[src/rtl/subpel_pkg.sv]
// Shared types and constants for the sub-pixel interpolator.
// Assumes 8-bit samples and intermediate sums that fit in a signed 16-bit word.
package subpel_pkg;

    typedef enum logic [1:0] {
        SP_COPY    = 2'd0,
        SP_QUARTER = 2'd1,
        SP_HALF    = 2'd2,
        SP_THREEQ  = 2'd3
    } sp_mode_e;

    // Normalisation shifts for the two filter families
    localparam int SH_FINE = 6;
    localparam int SH_HALF = 4;

    // Rounder bases before the rounding control is subtracted
    localparam int RND_FINE = 32;
    localparam int RND_HALF = 8;

endpackage

[src/rtl/subpel_tap_lane.sv]
// One output pixel of the 4-tap filter: weighted sum, rounding, shift, clamp.
// Assumes the four samples are unsigned and that ACC_W holds the worst-case
// sum (53+18)*max plus the rounder, which is signed 16 bits for 8-bit pixels.
module subpel_tap_lane
    import subpel_pkg::*;
#(
    parameter int PIX_W = 8,
    parameter int ACC_W = 16
) (
    input  logic [PIX_W-1:0] s_m1,
    input  logic [PIX_W-1:0] s_0,
    input  logic [PIX_W-1:0] s_p1,
    input  logic [PIX_W-1:0] s_p2,
    input  sp_mode_e         mode,
    input  logic             rc,
    output logic [PIX_W-1:0] pix
);
    localparam int PAD = ACC_W - PIX_W;
    localparam logic signed [ACC_W-1:0] K3      = ACC_W'(3);
    localparam logic signed [ACC_W-1:0] K9      = ACC_W'(9);
    localparam logic signed [ACC_W-1:0] K18     = ACC_W'(18);
    localparam logic signed [ACC_W-1:0] K53     = ACC_W'(53);
    localparam logic signed [ACC_W-1:0] KR_FINE = ACC_W'(RND_FINE);
    localparam logic signed [ACC_W-1:0] KR_HALF = ACC_W'(RND_HALF);
    localparam logic signed [ACC_W-1:0] PIX_MAX = ACC_W'((1 << PIX_W) - 1);

    logic signed [ACC_W-1:0] xa, xb, xc, xd, rcx;
    logic signed [ACC_W-1:0] acc, shifted;

    assign xa  = $signed({{PAD{1'b0}}, s_m1});
    assign xb  = $signed({{PAD{1'b0}}, s_0});
    assign xc  = $signed({{PAD{1'b0}}, s_p1});
    assign xd  = $signed({{PAD{1'b0}}, s_p2});
    assign rcx = $signed({{(ACC_W-1){1'b0}}, rc});

    // Weighted sum with rounder, then the family-specific arithmetic shift
    always_comb begin
        case (mode)
            SP_QUARTER: begin
                acc     = xb * K53 + xc * K18 - (xa <<< 2) - xd * K3 + KR_FINE - rcx;
                shifted = acc >>> SH_FINE;
            end
            SP_THREEQ: begin
                acc     = xb * K18 + xc * K53 - xa * K3 - (xd <<< 2) + KR_FINE - rcx;
                shifted = acc >>> SH_FINE;
            end
            SP_HALF: begin
                acc     = (xb + xc) * K9 - xa - xd + KR_HALF - rcx;
                shifted = acc >>> SH_HALF;
            end
            default: begin
                acc     = xb;
                shifted = xb;
            end
        endcase
    end

    // Saturate to the unsigned pixel range
    always_comb begin
        if (shifted < 0)
            pix = '0;
        else if (shifted > PIX_MAX)
            pix = '1;
        else
            pix = shifted[PIX_W-1:0];
    end

endmodule

[src/rtl/subpel_avg_lane.sv]
// Optional merge of a filtered pixel with the destination pixel, rounding up.
// Assumes both operands are unsigned pixels of the same width.
module subpel_avg_lane #(
    parameter int PIX_W = 8
) (
    input  logic [PIX_W-1:0] fresh,
    input  logic [PIX_W-1:0] prior,
    input  logic             en,
    output logic [PIX_W-1:0] pix
);
    logic [PIX_W:0] sum;

    // Round-up mean, or pass the filtered value through
    always_comb begin
        sum = {1'b0, fresh} + {1'b0, prior} + {{PIX_W{1'b0}}, 1'b1};
        pix = en ? sum[PIX_W:1] : fresh;
    end

endmodule

[src/rtl/subpel_interp.sv]
// Row-streaming 1-D sub-pixel interpolator. For each accepted row of
// ROW_PIX+3 samples it filters ROW_PIX pixels in parallel and registers them,
// so results appear one cycle after acceptance. It marks every ROWS-th row.
// Assumes the caller sends whole blocks of ROWS rows after reset.
module subpel_interp
    import subpel_pkg::*;
#(
    parameter int PIX_W   = 8,
    parameter int ROW_PIX = 8,
    parameter int ROWS    = 8,
    parameter int ACC_W   = 16
) (
    input  logic                          clk,
    input  logic                          rst_n,
    input  logic                          in_valid,
    output logic                          in_ready,
    input  logic [(ROW_PIX+3)*PIX_W-1:0]  in_samples,
    input  logic [ROW_PIX*PIX_W-1:0]      in_dst,
    input  logic [1:0]                    mode,
    input  logic                          rnd_ctl,
    input  logic                          dir_vert,
    input  logic                          avg_en,
    output logic                          out_valid,
    output logic [ROW_PIX*PIX_W-1:0]      out_pixels,
    output logic                          out_last
);
    localparam int CNT_W = (ROWS > 1) ? $clog2(ROWS) : 1;
    localparam logic [CNT_W-1:0] LAST_IDX = CNT_W'(ROWS - 1);

    logic                     accept;
    logic                     rc_eff;
    sp_mode_e                 mode_e;
    logic [ROW_PIX*PIX_W-1:0] row_next;
    logic [CNT_W-1:0]         row_idx;

    assign accept = in_valid && in_ready;
    assign rc_eff = dir_vert ? ~rnd_ctl : rnd_ctl;
    assign mode_e = sp_mode_e'(mode);

    // One filter and one averaging lane per output pixel
    for (genvar j = 0; j < ROW_PIX; j++) begin : g_lane
        logic [PIX_W-1:0] filt;

        subpel_tap_lane #(.PIX_W(PIX_W), .ACC_W(ACC_W)) u_tap (
            .s_m1 (in_samples[PIX_W*(j+0) +: PIX_W]),
            .s_0  (in_samples[PIX_W*(j+1) +: PIX_W]),
            .s_p1 (in_samples[PIX_W*(j+2) +: PIX_W]),
            .s_p2 (in_samples[PIX_W*(j+3) +: PIX_W]),
            .mode (mode_e),
            .rc   (rc_eff),
            .pix  (filt)
        );

        subpel_avg_lane #(.PIX_W(PIX_W)) u_avg (
            .fresh (filt),
            .prior (in_dst[PIX_W*j +: PIX_W]),
            .en    (avg_en),
            .pix   (row_next[PIX_W*j +: PIX_W])
        );
    end

    // Ready comes up on the first edge after reset and stays up
    always_ff @(posedge clk) begin
        if (!rst_n)
            in_ready <= 1'b0;
        else
            in_ready <= 1'b1;
    end

    // Output row register with valid flag
    always_ff @(posedge clk) begin
        if (!rst_n) begin
            out_valid  <= 1'b0;
            out_pixels <= '0;
        end else begin
            out_valid <= accept;
            if (accept)
                out_pixels <= row_next;
        end
    end

    // Row position within the block and the last-row marker
    always_ff @(posedge clk) begin
        if (!rst_n) begin
            row_idx  <= '0;
            out_last <= 1'b0;
        end else if (accept) begin
            out_last <= (row_idx == LAST_IDX);
            row_idx  <= (row_idx == LAST_IDX) ? '0 : row_idx + 1'b1;
        end else begin
            out_last <= 1'b0;
        end
    end

endmodule

[config.mk]
export PLATFORM = sky130hd
export DESIGN_NAME = subpel_interp
export DESIGN_NICKNAME = d
export VERILOG_FILES = /design/src/rtl/subpel_pkg.sv /design/src/rtl/subpel_tap_lane.sv /design/src/rtl/subpel_avg_lane.sv /design/src/rtl/subpel_interp.sv
export SDC_FILE = /design/constraint.sdc
export NUM_CORES = 2
export LEC_CHECK = 0
export BUFFER_PORTS_ARGS = -buffer_cell sky130_fd_sc_hd__buf_2
export CAP_MARGIN = 20
export CORE_MARGIN = 10
export CORE_UTILIZATION = 40
export DETAILED_ROUTE_END_ITERATION = 8
export PLACE_DENSITY = 0.66
export SLEW_MARGIN = 25
export SYNTH_ARGS = -nofsm -noshare
export SYNTH_HDL_FRONTEND = slang
export SYNTH_SLANG_ARGS = --single-unit
[constraint.sdc]
create_clock -name clk -period 12.4 [get_ports clk]
set_clock_uncertainty 0.2 [all_clocks]
set_input_delay 0.62 -clock clk [delete_from_list [all_inputs] [get_ports clk]]
set_output_delay 0.62 -clock clk [all_outputs]
set_load 0.02 [all_outputs]
==> summary.txt <==
Detailed routing
  – Routed WL: approximately 180000 µm
  – Iter 0 DRT Violations: 2499
  – Number of iterations in the first detailed-routing pass: 6
  – # DRC: 0
  – Wire per inst: 22.0 µm
  – Final ANT Viol Nets: 0
  – Via count: about 43k
  – Vias per cell: about 5.4

Min path
  – Worst hold-check path type: reg -> reg
  – Hold Crit Depth: 2

Global route
  – Largest net degree at the start of global routing: 80
  – GR Util All Layers: between 20% and 30%
  – Global-route wire length before repair: about 270000 µm
  – Number of global-route vias before repair: 45.1k
  – Congestion Overflow GR: 0
  – Initial antenna violation count: 11

STA
  – Setup violations, final: 0
  – Final hold vios: 0
  – Pin slew with the least headroom to its limit: about 1000 ps
  – Part of the cycle the worst path needs: just under 80%
  – Slew Viols, Final: 0
  – RSZ-0062 raised after global routing: false
  – Min Clock Period, post-route: just under 10000 ps
  – TNS Setup: 0 ps
  – Max_slew headroom: a little under a third
  – Max Clk Rate: 103 MHz

Setup path
  – Cell mode on critical path: ha_1
  – Slowest CP cell: fa_1
  – Worst setup EP type: flop
  – CP max FO: 17
  – Slowest stage delay, CP: 590 ps
  – Crit path DAT: between 9000 and 10000 ps
  – Critical path type: in -> reg
  – Startpoint types: input port
  – CP Data Required Time: 12430 ps
  – FF-to-FF path depth: 6

Final layout
  – FF+latch area: 1400 µm²
  – Layout cells sized above 1: 6.20%
  – Final instance area: 56000 µm²
  – FILL cells: 12.9k
  – Final #Nets: approximately 8.4k
  – P&R area growth vs syn: 7.08%
  – Area of the multi-input gates: ~45000 µm²

Logic synthesis
  – Primary FF master, synth: dfxtp_1
  – Avg Cell Area, Syn: 8.65 µm²
  – Syn Inst Count: approximately 6.0k
  – Flops & latches, synth: 70
  – Syn nets: between 8k and 9k
  – YS warnings: 0
  – Leading area contributor after synthesis: ha_1
  – Ys async rst share: 0%
  – Area share of the largest cell type after synthesis: 33.7%
  – Post-synth EDFFs: 0
  – Synth unique cells: 92
  – Sequential share of the synthesized area: between 2 and 3%
  – Post-Syn Area: around 52000 µm²
  – Top cells by area, synth: ha_1 (34%), fa_1 (21%), inv_1 (11%), xnor2_1 (5.2%), a21oi_1 (3.8%)

Placed design
  – IO Port Bufs: roughly 230
  – Post-DP HPWL: about 150000 µm
  – RePlAce Congestion: between 0.9 and 1
  – Post-DP Area: 55700 µm²

CTS
  – Skew-Pair Late Insertion Delay: ~340 ps
  – Root buffer selected by CTS: clkbuf_16
  – CTS Buf Count: 9
  – Clock transition at path regs: around 60 ps
  – Post-CTS setup repair buffer count: 0
  – H-tree depth: 3
  – TritonCTS clock tree: done
  – Post-cts resize count: 0
  – Worst-case clock buffer depth: 2
  – Clock sinks: 70
  – Post-CTS Hold Buffers: 0

Floorplan
  – Row count: approximately 130
  – Die Ht: roughly 380 µm
  – Initial core utilization: about two fifths
  – Die area: ~150000 µm²
  – I/O Pins: 227
  – Die W: ~380 µm
  – Core area: about 130000 µm²

Status
  – Status: completed

Job
  – Max-Cap Viols: 0
## cell usage after synthesis, types with 14 or more instances
master	number
inv_1	1591
ha_1	1407
fa_1	546
a21oi_1	398
xnor2_1	311
nor2_1	193
a21o_1	146
o21ai_0	143
xor2_1	142
nand2_1	139
o21bai_1	107
o21a_1	71
dfxtp_1	70
nor2b_1	67
clkbuf_1	51
nor3_1	49
nand3_1	45
a31oi_1	39
a31o_2	34
a211oi_1	33
mux4_2	33
nand2b_1	33
o211ai_1	28
and3_1	23
nand4_1	22
and2_1	21
mux2i_1	19
a211o_1	17
o31ai_1	16
or2_2	14
## path summary, 6_finish.rpt
check,endpoint,slack [ps],startpoint
max,out_pixels[29],2730,in_samples[33]
min,out_pixels[24],260,out_pixels[24]
max reg2reg,out_pixels[54],9530,in_ready
min reg2reg,out_pixels[24],260,out_pixels[24]
## area by class of cell
| cell class | instances | area share, % |
|---|---|---|
| Antenna cell | 3 | 0.0134 |
| Inverter | 1594 | 10.7 |
| Sequential cell | 70 | 2.50 |
| Clock inverter | 3 | 0.0760 |
| Timing Repair Buffer | 266 | 2.57 |
| Tap cell | 1742 | 3.89 |
| Clock buffer | 13 | 0.465 |
| Multi-Input combinational cell | 4314 | 79.8 |
## routing by layer
| layer | part of all wire [%] | up-vias | global-route usage [%] |
|---|---|---|---|
| met5 | 0.011 | - | 0 |
| met4 | 6.5 | 2 | 12.6 |
| met3 | 4.7 | 398 | 1.89 |
| met2 | 49 | 1245 | 43.0 |
| met1 | 39 | 21322 | 27.6 |
| li1 | - | 20393 | - |
## layout by cell type (no fill, tap or decap), types with 11 or more instances in the layout
cell / netlist / layout
and2_1: 21 / 20
buf_2: 2 / 224
ha_1: 1407 / 1407
or2_2: 14 / 14
o21bai_1: 107 / 107
buf_4: 0 / 42
o221ai_1: 13 / 13
nand2_1: 139 / 139
nor3_1: 49 / 49
mux4_2: 33 / 33
o211a_1: 11 / 11
xor2_1: 142 / 142
o21ai_0: 143 / 143
a31o_2: 34 / 34
o211ai_1: 28 / 28
and3_1: 23 / 23
o21a_1: 71 / 71
nand2b_1: 33 / 33
a211oi_1: 33 / 33
mux2i_1: 19 / 19
a31oi_1: 39 / 39
nor2_1: 193 / 191
fa_1: 546 / 546
xnor2_1: 311 / 310
nand4_1: 22 / 22
o31ai_1: 16 / 16
dfxtp_1: 70 / 70
a21oi_1: 398 / 398
a211o_1: 17 / 17
nand3_1: 45 / 45
a21o_1: 146 / 146
nor2b_1: 67 / 67
inv_1: 1591 / 1591
## critical path: cells and delay by family
family,cells,cell delay (ps)
compound gates,16,3640
fa+ha+maj,9,3630
buf+inv,6,650
simple gates,5,580
xor+xnor,3,530
## metrics by stage
step                std cells  utilization (%)  hold WS, ps  setup slack, ps
finish                   8005             43.2          257             2730
global route             8003             43.2          277             2140
CTS                      8002             43.2          258             2750
detailed placement       7986             42.9          249             2390
global placement         7986             42.9          242             2530
floorplan                6041                -          236             4060
## registers in the layout, summed over array words and instances, names as in the netlist
signal      count
in_ready        1
out_last        1
out_pixels     64
out_valid       1
row_idx         3
## kinds of logic (layout without fill, tap and decap cells)
| family | count (synthesis) | in the layout | share of synthesized area [%] |
|---|---|---|---|
| flip-flops | 70 | 70 | 2.68 |
| adder cells (fa/ha/maj) | 1953 | 1953 | 54.6 |
| AND/OR/NAND/NOR | 649 | 649 | 6.09 |
| AO/OA/AOI/OAI | 1206 | 1206 | 15.3 |
| other | 0 | 3 | 0 |
| multiplexers | 53 | 53 | 1.81 |
| buffers and inverters | 1657 | 1876 | 11.9 |
| XOR/XNOR | 453 | 453 | 7.59 |
Power is not shown: default switching activity piles up to over one toggle a cycle in this logic, so the estimate is an artifact.
